### src/rtl/dac_bank_pkg.sv
package dac_bank_pkg;
  typedef struct packed {
    logic load;
    logic preset;
    logic powerDown;
  } bank_stb_t;
endpackage

### src/rtl/dac_bank_sync.sv
module dac_bank_sync #(
  parameter int STAGES = 2,
  parameter bit RST_VAL = 1'b1
) (
  input  logic clk,
  input  logic arstN,
  input  logic din,
  output logic dout
);
  logic [STAGES-1:0] chain;
  always_ff @(posedge clk or negedge arstN) begin
    if (!arstN) chain <= {STAGES{RST_VAL}};
    else        chain <= {chain[STAGES-2:0], din};
  end
  assign dout = chain[STAGES-1];
endmodule

### src/rtl/dac_bank_lowfilt.sv
module dac_bank_lowfilt #(
  parameter int MIN_LOW_CYC = 63
) (
  input  logic clk,
  input  logic arstN,
  input  logic lvlN,
  output logic active
);
  localparam int CNT_W = $clog2(MIN_LOW_CYC + 1);
  localparam logic [CNT_W-1:0] CNT_MAX = CNT_W'(MIN_LOW_CYC);
  logic [CNT_W-1:0] lowCnt;
  always_ff @(posedge clk or negedge arstN) begin
    if (!arstN)              lowCnt <= '0;
    else if (lvlN)           lowCnt <= '0;
    else if (lowCnt != CNT_MAX) lowCnt <= lowCnt + 1'b1;
  end
  assign active = (lowCnt == CNT_MAX);
endmodule

### src/rtl/dac_bank_ctrl.sv
module dac_bank_ctrl
  import dac_bank_pkg::*;
#(
  parameter int SYNC_STAGES = 2,
  parameter int MIN_LOW_CYC = 63
) (
  input  logic      clk,
  input  logic      arstN,
  input  logic      ceN,
  input  logic      wrN,
  input  logic      clrN,
  input  logic      pdN,
  output bank_stb_t stb
);
  logic wrSync, clrSync, pdSync;
  logic wrPrev;
  logic clrActive, pdActive;
  logic wrRise;

  dac_bank_sync #(.STAGES(SYNC_STAGES), .RST_VAL(1'b1)) uWrSync (
    .clk(clk), .arstN(arstN), .din(wrN), .dout(wrSync));
  dac_bank_sync #(.STAGES(SYNC_STAGES), .RST_VAL(1'b1)) uClrSync (
    .clk(clk), .arstN(arstN), .din(clrN), .dout(clrSync));
  dac_bank_sync #(.STAGES(SYNC_STAGES), .RST_VAL(1'b1)) uPdSync (
    .clk(clk), .arstN(arstN), .din(pdN), .dout(pdSync));

  dac_bank_lowfilt #(.MIN_LOW_CYC(MIN_LOW_CYC)) uClrFilt (
    .clk(clk), .arstN(arstN), .lvlN(clrSync), .active(clrActive));
  dac_bank_lowfilt #(.MIN_LOW_CYC(MIN_LOW_CYC)) uPdFilt (
    .clk(clk), .arstN(arstN), .lvlN(pdSync), .active(pdActive));

  always_ff @(posedge clk or negedge arstN) begin
    if (!arstN) wrPrev <= 1'b1;
    else        wrPrev <= wrSync;
  end
  assign wrRise = wrSync & ~wrPrev;

  // priority: power-down, then preset, then write
  always_comb begin
    stb.powerDown = pdActive;
    stb.preset    = clrActive & ~pdActive;
    stb.load      = wrRise & ~ceN & ~pdActive & ~clrActive;
  end
endmodule

### src/rtl/dac_bank_dp.sv
module dac_bank_dp
  import dac_bank_pkg::*;
#(
  parameter int CODE_W = 8,
  parameter int CHAN_N = 4,
  parameter int SEL_W  = 2
) (
  input  logic                     clk,
  input  logic                     arstN,
  input  bank_stb_t                stb,
  input  logic [SEL_W-1:0]         selIdx,
  input  logic [CODE_W-1:0]        dataIn,
  output logic [CHAN_N*CODE_W-1:0] codeBus,
  output logic [CHAN_N-1:0]        outEn,
  output logic [CHAN_N-1:0]        chanPwrDn
);
  localparam logic [CODE_W-1:0] MID_CODE = CODE_W'(1) << (CODE_W - 1);

  for (genvar g = 0; g < CHAN_N; g++) begin : gChan
    logic [CODE_W-1:0] codeReg;
    always_ff @(posedge clk or negedge arstN) begin
      if (!arstN)                                   codeReg <= MID_CODE;
      else if (stb.preset)                          codeReg <= MID_CODE;
      else if (stb.load && selIdx == SEL_W'(g))     codeReg <= dataIn;
    end
    assign codeBus[g*CODE_W +: CODE_W] = codeReg;

    always_ff @(posedge clk or negedge arstN) begin
      if (!arstN) begin
        outEn[g]     <= 1'b1;
        chanPwrDn[g] <= 1'b0;
      end else begin
        outEn[g]     <= ~stb.powerDown;
        chanPwrDn[g] <= stb.powerDown;
      end
    end
  end
endmodule

### src/rtl/dac_code_bank.sv
module dac_code_bank
  import dac_bank_pkg::*;
#(
  parameter int CODE_W      = 8,
  parameter int CHAN_N      = 4,
  parameter int SYNC_STAGES = 2,
  parameter int MIN_LOW_CYC = 63,
  localparam int SEL_W      = $clog2(CHAN_N)
) (
  input  logic                     clk,
  input  logic                     arstN,
  input  logic [CODE_W-1:0]        dataIn,
  input  logic [SEL_W-1:0]         chanSel,
  input  logic                     ceN,
  input  logic                     wrN,
  input  logic                     clrN,
  input  logic                     pdN,
  output logic [CHAN_N*CODE_W-1:0] codeBus,
  output logic [CHAN_N-1:0]        outEn,
  output logic [CHAN_N-1:0]        chanPwrDn
);
  bank_stb_t ctrlStb;

  dac_bank_ctrl #(.SYNC_STAGES(SYNC_STAGES), .MIN_LOW_CYC(MIN_LOW_CYC)) uCtrl (
    .clk(clk), .arstN(arstN), .ceN(ceN), .wrN(wrN), .clrN(clrN), .pdN(pdN),
    .stb(ctrlStb));

  dac_bank_dp #(.CODE_W(CODE_W), .CHAN_N(CHAN_N), .SEL_W(SEL_W)) uDp (
    .clk(clk), .arstN(arstN), .stb(ctrlStb), .selIdx(chanSel), .dataIn(dataIn),
    .codeBus(codeBus), .outEn(outEn), .chanPwrDn(chanPwrDn));
endmodule

### config.mk
export PLATFORM = sky130hd
export DESIGN_NAME = dac_code_bank
export DESIGN_NICKNAME = d
export VERILOG_FILES = /design/src/rtl/dac_bank_pkg.sv /design/src/rtl/dac_bank_sync.sv /design/src/rtl/dac_bank_lowfilt.sv /design/src/rtl/dac_bank_ctrl.sv /design/src/rtl/dac_bank_dp.sv /design/src/rtl/dac_code_bank.sv
export SDC_FILE = /design/constraint.sdc
export NUM_CORES = 1
export LEC_CHECK = 0
export BUFFER_PORTS_ARGS = -buffer_cell sky130_fd_sc_hd__buf_2
export CORE_MARGIN = 3
export CORE_UTILIZATION = 55
export DETAILED_ROUTE_END_ITERATION = 12
export GPL_TIMING_DRIVEN = 0
export PLACE_DENSITY = 0.83
export SETUP_SLACK_MARGIN = 0.2
export SLEW_MARGIN = 15
export SYNTH_ARGS = -nofsm -noshare
export SYNTH_HDL_FRONTEND = slang
export SYNTH_SLANG_ARGS = --single-unit
### constraint.sdc
create_clock -name clk -period 4.11 [get_ports clk]
set_clock_uncertainty 0.15 [all_clocks]
set_input_delay 0.411 -clock clk [delete_from_list [all_inputs] [get_ports clk]]
set_output_delay 0.411 -clock clk [all_outputs]
set_load 0.01 [all_outputs]
Yosys cells after proc, flatten, opt, wreduce, memory -nomap -nowiden. Index checks and enable logic that the tools add are counted.

Input port bits: 16. Bits in registers: 53. Logic and storage cells: 53. Output and inout bits: 40.

Multiplexer cells: 12. Equal/unequal tests: 7. Reductions and logical operators: 11. $add $sub $neg: 2. Bitwise gates (word level): 9.

Operator list (number): $mux 8 (8); $mux 6 (4); $add 6x1->6 const B (2); $eq 6x6->1 const B (2); $ne 6x6->1 const B (2); $reduce_bool 2->1 (6); $and 1x1->1 (5); $eq 2x2->1 const B (2); $logic_and 1x1->1 (4); $not 1->1 (4); $eq 2x1->1 const B (1); $logic_not 2->1 (1).

Depth between registers and ports, before layout. Gate-level depths: netlist (run 1).

Depth in word-level cells: 8. Gate-level depth with buffers: 7. Depth with buffers taken out: 6.

Modules after synthesis. Synthesis (run 1) repeated with hierarchy kept, for this count alone.

Cell total of the unflattened synthesis: 195. Area, all modules: 2409.8 µm².

Modules (own cells, without submodules): dac_bank_dp (area an instance 1530.2 µm², cells an instance 124, sequential area each 857.1 µm², instances 1); dac_bank_lowfilt (area an instance 330.3 µm², cells an instance 30, sequential area each 150.1 µm², instances 2); dac_bank_sync (area an instance 52.6 µm², cells an instance 2, sequential area each 52.6 µm², instances 3); dac_bank_ctrl (area an instance 61.3 µm², cells an instance 5, sequential area each 26.3 µm², instances 1).

Worst setup path before layout (run 1). No wires, ideal clock.

Path type: reg-to-reg. Start point: register uCtrl.uPdFilt.lowCnt[0]. End point: register uDp.gChan[1].codeReg[0]. Slack: 2392 ps. Cell stages (with the launch flop): 7. Data arrival time: 1502 ps. Required time: 3894 ps. Cells stage by stage: dfrtp_1 -> ha_1 -> and3_2 -> nand3_2 -> inv_1 -> nor3_4 -> a22o_1.

Longest elaborated chain between the ends: 6.

RTL lines: start, declared (line dac_bank_lowfilt.sv:11) `logic [CNT_W-1:0] lowCnt;`; start signal, assigned (line dac_bank_lowfilt.sv:15) `else if (lowCnt != CNT_MAX) lowCnt <= lowCnt + 1'b1;`; $eq 6x6->1 (*) (line dac_bank_lowfilt.sv:17) `assign active = (lowCnt == CNT_MAX);`; via uCtrl.pdActive (line dac_bank_ctrl.sv:17) `logic clrActive, pdActive;`; $not 1->1 (*) (line dac_bank_ctrl.sv:41, dac_bank_ctrl.sv:42); $and 1x1->1 (2 in a row) (line dac_bank_ctrl.sv:42) `stb.load = wrRise & ~ceN & ~pdActive & ~clrActive;`; $logic_and 1x1->1 (line dac_bank_dp.sv:24) `else if (stb.load && selIdx == SEL_W'(g)) codeReg <= dataIn;`; $reduce_bool 2->1 (no source line); end signal, assigned (line dac_bank_dp.sv:24); end, declared (line dac_bank_dp.sv:20) `logic [CODE_W-1:0] codeReg;`.

Mark *: on every way through the listed nets, which the timed path passes. The rest lies on a longest branch. A chain may end at the register's enable or synchronous reset.

Final worst setup path (run 1).
Start point: register uCtrl.uPdFilt.lowCnt[0]. End point: register uDp.gChan[1].codeReg[5].

Same word-level chain as after synthesis.

==> results of run 1 <==
## power groups by stage
| stage | Combinational [mW] | Clock, mW | Sequential (mW) |
|---|---|---|---|
| after floorplan | 0.0689 | 0 | 0.681 |
| after global placement | 0.197 | 0 | 0.653 |
| after detailed placement | 0.206 | 0 | 0.652 |
| after CTS | 0.206 | 0.318 | 0.645 |
| after global routing | 0.223 | 0.344 | 0.655 |
| final | 0.204 | 0.314 | 0.647 |
## cell type report
class	instances	area, sq um
plain buffers	9	78.8
clock buffers	7	96.3
multi-input cells	89	677
clock inverters	1	5.00
well taps	46	57.6
fillers	243	965
inverters	6	22.5
repair buffers	55	278
flip-flops and latches	53	1340
## sequential cells by signal, indices dropped and copies added (netlist names)
signal                 cells
uDp.gChan.codeReg         32
uCtrl.uClrFilt.lowCnt      6
uCtrl.uPdFilt.lowCnt       6
uCtrl.uClrSync.chain       2
uCtrl.uPdSync.chain        2
uCtrl.uWrSync.chain        2
uCtrl.wrPrev               1
uDp.chanPwrDn              1
uDp.outEn                  1
## through the flow
step | area [sq um] | cells | worst slack (ns) | util, % | power [mW]
after floorplan | 2120 | 157 | 2.39 | - | 0.750
after global placement | 2450 | 258 | 2.18 | 69.7 | 0.850
after detailed placement | 2450 | 258 | 2.11 | 69.7 | 0.858
after CTS | 2550 | 266 | 2.09 | 72.5 | 1.17
after global routing | 2560 | 266 | 1.98 | 72.6 | 1.22
final | 2560 | 266 | 2.09 | 72.6 | 1.16
## layer usage
metal | vias up | track usage [%]
li1 | 694 | -
met1 | 760 | 29.5
met2 | 65 | 34.5
met3 | 11 | 7.22
met4 | 0 | 8.93
met5 | - | 0
## cell families (layout without fill, tap and decap cells)
family,count (synthesis),after routing,synth area share (%)
adder cells (fa/ha/maj),2,2,1.18
XOR/XNOR,4,4,1.65
multiplexers,1,1,0.472
flip-flops,53,53,63.3
buffers and inverters,15,78,4.78
AO/OA/AOI/OAI,46,46,17.3
AND/OR/NAND/NOR,36,36,11.3
## worst register-to-register path, cell delays in order, from the launching register on
cell     delay, ns
dfrtp_1       0.42
ha_1          0.24
and3_2        0.24
nand3_2       0.09
inv_1         0.14
nor3_4        0.45
a22o_1        0.23
## worst min path at each step
stage / from / end / slack (ns) / depth (start not counted)
after global placement: uCtrl.uPdSync.chain[0] / uCtrl.uPdSync.chain[1] / 0.20 / 0
after floorplan: arstN / uCtrl.uClrFilt.lowCnt[0] / -0.03 / 0
after detailed placement: uCtrl.uClrSync.chain[0] / uCtrl.uClrSync.chain[1] / 0.20 / 0
after CTS: clrN / uCtrl.uClrSync.chain[0] / 0.04 / 1
final: arstN / uCtrl.uClrFilt.lowCnt[3] / -0.02 / 1
after global routing: arstN / uDp.chanPwrDn[0] / 0.02 / 1
## layout by cell type, fill, tap and decap left out, drive strengths merged
| master | count |
|---|---|
| and3 | 5 |
| clkbuf | 7 |
| clkinv | 1 |
| xor2 | 1 |
| nor2 | 7 |
| mux2i | 1 |
| dfstp | 12 |
| o21ai | 3 |
| xnor2 | 3 |
| a21oi | 4 |
| nor2b | 1 |
| a22o | 28 |
| o21bai | 2 |
| nor4bb | 1 |
| nor3b | 1 |
| dfrtp | 41 |
| nor4b | 1 |
| a21o | 2 |
| ha | 2 |
| a31oi | 3 |
| nor3 | 4 |
| nand3 | 5 |
| buf | 64 |
| inv | 6 |
| and3b | 1 |
| a22oi | 4 |
| nand2 | 8 |
| and2b | 1 |
| nand3b | 1 |
==> flow_metrics.env, run 1 <==
export IMPL_cpMaxStageDelayCell="nor3_4"
export IMPL_maxCapViolations=0
export IMPL_netlist_top_cells_area="dfrtp_1, dfstp_2, a22o_1, buf_4, buf_6"
export IMPL_grt_max_degree=54
export IMPL_syn_area_sq_um=2120
export IMPL_switching_share_pct=26.7
export IMPL_startpoint_type="flop"
export IMPL_die_area_sq_um=4630
export IMPL_port_buffers=55
export IMPL_maxClockFrequency_mhz=495
export IMPL_clockRootBuffer="clkbuf_8"
export IMPL_cp_depth=6
export IMPL_synth_top_cell_area_share_pct=48.4
export IMPL_postRouteAntennaNets=0
export IMPL_tightest_slew_ns=0.639
export IMPL_cts_buffer_depth=2
export IMPL_vias=1530
export IMPL_wl_met2_um=2260
export IMPL_hold_viol=41
export IMPL_synth_edf_count=0
export IMPL_final_setup_tns_ns=0
export IMPL_cts_tree="built"
export IMPL_cts_made_buffers=5
export IMPL_clk_insertion_delay_late_ns=0.31
export IMPL_track_usage_pct=22.4
export IMPL_ios=56
export IMPL_dr_first_iter_drc_count=81
export IMPL_wl_per_cell_um=17.6
export IMPL_num_antenna_cells=0
export IMPL_worstPathCellList="ha_1 -> and3_2 -> nand3_2 -> inv_1 -> nor3_4 -> a22o_1"
export IMPL_reg2reg_to="uDp.gChan[1].codeReg[5]"
export IMPL_cts_sinks=53
export IMPL_synth_net_count=175
export IMPL_max_vdd_ir_drop_mv=0.297
export IMPL_postCtsHoldBufs=0
export IMPL_vias_per_cell=5.75
export IMPL_slew_violations=0
export IMPL_area_growth_pct=20.6
export IMPL_rsz0062_at_grt="false"
export IMPL_wl_met3_um=403
export IMPL_yosys_warnings=0
export IMPL_critPathBufInv=1
export IMPL_r2r_cells=6
export IMPL_finalSetupViolCount=0
export IMPL_ctsHtreeMaxLevel=2
export IMPL_die_y_um=68.1
export IMPL_hold_path_class="input pin to async pin"
export IMPL_drc=0
export IMPL_reg2reg_from="uCtrl.uPdFilt.lowCnt[0]"
export IMPL_internal_power_uw=854
export IMPL_timing_final_crit_period_ns=2.02
export IMPL_die_w_um=68.1
export IMPL_post_cts_resized=0
export IMPL_async_flop_share_pct=100
export IMPL_yosysSeqAreaShare_pct=63.3
export IMPL_crit_fanout=8
export IMPL_syn_inst=157
export IMPL_clock_power_share_pct=26.9
export IMPL_power_leakage_nw=1.33
export IMPL_synthTopCellsByCount="dfrtp_1, a22o_1, dfstp_2, nand2_1, nor2_1"
export IMPL_setup_worst_path_end="uDp.gChan[1].codeReg[5]"
export IMPL_synth_flop_cell="dfrtp_1"
export IMPL_postCtsSetupBuffers=0
export IMPL_drive_gt1_share_pct=42.7
export IMPL_crit_family="simple AND/OR/NAND/NOR gates"
export IMPL_yosysMostFrequentCell="dfrtp_1"
export IMPL_top_layer_used="met4"
export IMPL_status="complete, but fails checks"
export IMPL_hpwlAfterDp_um=3250
export IMPL_clk_pin_slew_ns=0.09
export IMPL_gp_congestion=0.776
export IMPL_critical_path_required_ns=4.21
export IMPL_worst_path_largest_cell_delay_ns=0.45
export IMPL_switching_power_uw=311
export IMPL_placementRows=21
export IMPL_grt_overflow_total=0
export IMPL_maxSlewHeadroom_pct=57.4
export IMPL_dr_pass1_iters=4
export IMPL_end_kind="flop"
export IMPL_antenna_found_initial=0
export IMPL_start_util_pct=60.2
export IMPL_fin_crit_sh_pct=49.2
export IMPL_first_global_vias=1565
export IMPL_cellPowerDensity_nw_per_um2=456
export IMPL_violations="hold timing"
export IMPL_syn_avg_cell_area_sq_um=13.5
export IMPL_core_region_area_sq_um=3520
export IMPL_grt_first_pass_wirelength_um=7400
export IMPL_yosys_area_top_type="dfrtp_1"
export IMPL_drt_wl_total_um=4670
export IMPL_crit_type="flop to flop"
export IMPL_synth_seq_cells=53
export IMPL_cp_arrival_ns=2.12
export IMPL_worstSetupStartpoint="uCtrl.uPdFilt.lowCnt[0]"
export IMPL_ys_types=33
export IMPL_seqPwrFrac_pct=55.6
export IMPL_ff2ff_setup_slack_ns=2.09
export IMPL_routedLengthMet1_um=1930
export IMPL_fin_nets=237
export IMPL_combinationalPowerShare_pct=17.5
export IMPL_whs_ns=-0.0196
(Power assumes the default switching activity.)
==> inputs of run 2 (changes only) <==
--- a/config.mk
+++ b/config.mk
@@ -5,12 +5,13 @@
 export SDC_FILE = /design/constraint.sdc
 export NUM_CORES = 1
 export LEC_CHECK = 0
+export ABC_AREA = 1
 export BUFFER_PORTS_ARGS = -buffer_cell sky130_fd_sc_hd__buf_2
 export CORE_MARGIN = 3
-export CORE_UTILIZATION = 55
+export CORE_UTILIZATION = 48
 export DETAILED_ROUTE_END_ITERATION = 12
 export GPL_TIMING_DRIVEN = 0
-export PLACE_DENSITY = 0.83
+export PLACE_DENSITY = 0.76
 export SETUP_SLACK_MARGIN = 0.2
 export SLEW_MARGIN = 15
 export SYNTH_ARGS = -nofsm -noshare
==> constraint.sdc (replaced) <==
create_clock -name clk -period 1.75 [get_ports clk]
set_clock_uncertainty 0.15 [all_clocks]
set_input_delay 0.175 -clock clk [delete_from_list [all_inputs] [get_ports clk]]
set_output_delay 0.175 -clock clk [all_outputs]
set_load 0.01 [all_outputs]
==> run 2 against run 1 <==
  * The flow now finishes without violations
  * Register-to-register slack got worse by 2.1 ns
  * Largest cell class unchanged
  * Combinational power increased to 2.7 times the previous value
  * Sequential power increased by 140%
==> flow_metrics.env, run 2 <==
export IMPL_maxClockFrequency_mhz=584
export IMPL_hold_viol=0
export IMPL_ios=56
export IMPL_synth_net_count=267
export IMPL_postRouteAntennaNets=0
export IMPL_port_buffers=55
export IMPL_drt_wl_total_um=5920
export IMPL_area_growth_pct=42.6
export IMPL_grt_overflow_total=0
export IMPL_ys_types=22
export IMPL_ff2ff_setup_slack_ns=0.04
export IMPL_end_kind="flop"
export IMPL_hold_path_end="uDp.gChan[1].codeReg[0]"
export IMPL_synthTopCellsByCount="nand2_1, dfrtp_1, nand3_1, inv_1, nor2_1"
export IMPL_num_antenna_cells=0
export IMPL_vias=2075
export IMPL_layout_commonest_cell="nand2_1"
export IMPL_reg2reg_from="uCtrl.uPdFilt.lowCnt[1]"
export IMPL_whs_ns=0.0497
export IMPL_yosysMostFrequentCell="nand2_1"
export IMPL_crit_family="simple AND/OR/NAND/NOR gates"
export IMPL_die_w_um=75.7
export IMPL_tightest_slew_ns=0.666
export IMPL_synth_seq_cells=53
export IMPL_cts_buffer_depth=2
export IMPL_timing_final_crit_period_ns=1.71
export IMPL_finalSetupViolCount=0
export IMPL_reg2reg_to="uDp.gChan[3].codeReg[0]"
export IMPL_synth_flop_cell="dfrtp_1"
export IMPL_fin_nets=365
export IMPL_syn_avg_cell_area_sq_um=9.37
export IMPL_final_cell_mix="nand2_1, buf_2, dfrtp_1, nand3_1, buf_4"
export IMPL_regArea_sq_um=1340
export IMPL_wl_per_cell_um=14.3
export IMPL_syn_area_sq_um=2330
export IMPL_reg_largest_list="uDp.gChan.codeReg (32), uCtrl.uClrFilt.lowCnt (6), uCtrl.uPdFilt.lowCnt (6)"
export IMPL_min_path_cells=5
export IMPL_hold_start="dataIn[0]"
export IMPL_drc=0
export IMPL_vias_per_cell=5.02
export IMPL_worstSetupStartpoint="uCtrl.uPdFilt.lowCnt[1]"
export IMPL_cts_sinks=53
export IMPL_dr_pass1_iters=4
export IMPL_critPathBufInv=2
export IMPL_first_global_vias=1969
export IMPL_yosysSeqAreaShare_pct=57.5
export IMPL_track_usage_pct=21.8
export IMPL_hold_path_class="input pin to flop"
export IMPL_critical_path_required_ns=1.81
export IMPL_clockRootBuffer="clkbuf_8"
export IMPL_drive_gt1_share_pct=45.4
export IMPL_netlist_top_cells_area="dfrtp_1, dfstp_2, nand2_1, nand3_1, inv_1"
export IMPL_crit_fanout=8
export IMPL_cts_made_buffers=5
export IMPL_grt_max_degree=54
export IMPL_async_flop_share_pct=100
export IMPL_dr_first_iter_drc_count=172
export IMPL_core_region_area_sq_um=4530
export IMPL_start_util_pct=51.5
export IMPL_synth_edf_count=0
export IMPL_setup_ws_ns=0.0389
export IMPL_nFillCells=318
export IMPL_dp_slack_ns=-0.0897
export IMPL_grt_first_pass_wirelength_um=9310
export IMPL_yosys_warnings=0
export IMPL_worst_path_largest_cell_delay_ns=0.42
export IMPL_max_vdd_ir_drop_mv=0.543
export IMPL_gp_congestion=0.806
export IMPL_largest_register_ffs=32
export IMPL_ctsHtreeMaxLevel=2
export IMPL_worstPathCellList="ha_4 -> nand3_4 -> nor2_8 -> nor2_4 -> buf_12 -> nand3_4 -> buf_12 -> nand3_2 -> nand2_1"
export IMPL_cpMaxStageDelayCell="dfrtp_1"
export IMPL_cellPowerDensity_nw_per_um2=878
export IMPL_clk_pin_slew_ns=0.10
export IMPL_die_y_um=75.7
export IMPL_antenna_found_initial=0
export IMPL_cp_arrival_ns=1.78
export IMPL_hpwlAfterDp_um=3460
export IMPL_regMostFlops="uDp.gChan.codeReg"
export IMPL_place_inst=369
export IMPL_fin_crit_sh_pct=97.8
export IMPL_placementRows=24
export IMPL_crit_type="flop to flop"
export IMPL_yosys_area_top_type="dfrtp_1"
export IMPL_final_cells=413
export IMPL_r2r_cells=9
export IMPL_power_leakage_nw=1.80
export IMPL_slew_violations=0
export IMPL_maxCapViolations=0
export IMPL_clk_insertion_delay_late_ns=0.31
export IMPL_startpoint_type="flop"
export IMPL_multi_input_area_sq_um=1050
export IMPL_synth_top_cell_area_share_pct=44.0
export IMPL_die_area_sq_um=5730
export IMPL_rsz0062_at_grt="true"
export IMPL_maxSlewHeadroom_pct=55.6
export IMPL_cts_tree="built"
export IMPL_status="completed"
export IMPL_placed_area_sq_um=2690
export IMPL_syn_inst=249
export IMPL_fin_area_sq_um=3330
## run 2: changes by cell type after synthesis, sizes merged, moves of 14 or more
cell,before,now
a22o,28,0
inv,6,22
nand2,8,80
nand3,5,42
nor2,7,21
## run 2: area by class of cell
cell class / count / area share (%)
Tap cell: 65 / 2.44
Timing Repair Buffer: 86 / 16.8
Inverter: 22 / 3.01
Multi-Input combinational cell: 170 / 31.5
Sequential cell: 53 / 40.3
Clock buffer: 6 / 2.18
Buffer: 9 / 2.59
Clock inverter: 2 / 1.17
## run 2: worst max-delay path by stage
stage | end | slack, ns | cells after the start
5_1_grt | uDp.gChan[0].codeReg[2] | -0.03 | 9
6_report | uDp.gChan[3].codeReg[0] | 0.04 | 9
3_5_place_dp | uDp.gChan[0].codeReg[2] | -0.09 | 8
4_1_cts | uDp.gChan[0].codeReg[2] | 0.04 | 9
2_1_floorplan | uDp.gChan[0].codeReg[0] | 0.14 | 9
3_3_place_gp | uDp.gChan[0].codeReg[2] | -0.08 | 8
## run 2: power by group
group	internal [mW]	leakage, nW	switching (mW)
Sequential	1.42	0.658	0.111
Combinational	0.251	1.08	0.307
Clock	0.430	0.0554	0.407
## run 2: stage by stage
step / power [mW] / utilization (%) / TNS, ns
4_1_cts: 2.93 / 70.0 / 0
2_1_floorplan: 1.77 / - / 0
5_1_grt: 3.07 / 73.4 / -0.174
3_5_place_dp: 2.03 / 59.4 / -1.91
3_3_place_gp: 2.01 / 59.4 / -1.54
6_report: 2.92 / 73.4 / 0
## run 2: logic make-up (layout without fill, tap and decap cells)
group,Yosys count,in the layout,share of synthesized area [%]
AND/OR/NAND/NOR,144,149,29.3
flip-flops,53,53,57.5
buffers and inverters,31,125,7.13
AO/OA/AOI/OAI,14,14,3.16
XOR/XNOR,5,5,1.88
adder cells (fa/ha/maj),2,2,1.07
## run 2: routing by layer
| metal | vias up | track usage (%) | share of wire [%] |
|---|---|---|---|
| li1 | 991 | - | - |
| met1 | 1000 | 27.8 | 44 |
| met2 | 73 | 37.0 | 49 |
| met3 | 11 | 5.28 | 5.8 |
| met4 | 0 | 6.41 | 1.6 |
| met5 | - | 0 | 0 |
## run 2: worst min-delay path, stage by stage
cell	delay, ns
buf_2	0.10
inv_1	0.05
nor2_2	0.06
nand2_2	0.06
nand2_1	0.04
## run 2: timing repair
item / in CTS / in global routing
endpoints found under the hold margin: 44 / 41
resized for setup: 34 / 19
buffers inserted: 19 / 8
hold buffers: 3 / 1
endpoints found under the setup margin: 32 / 41
pin swaps: 21 / 10
cloned: 4 / 1
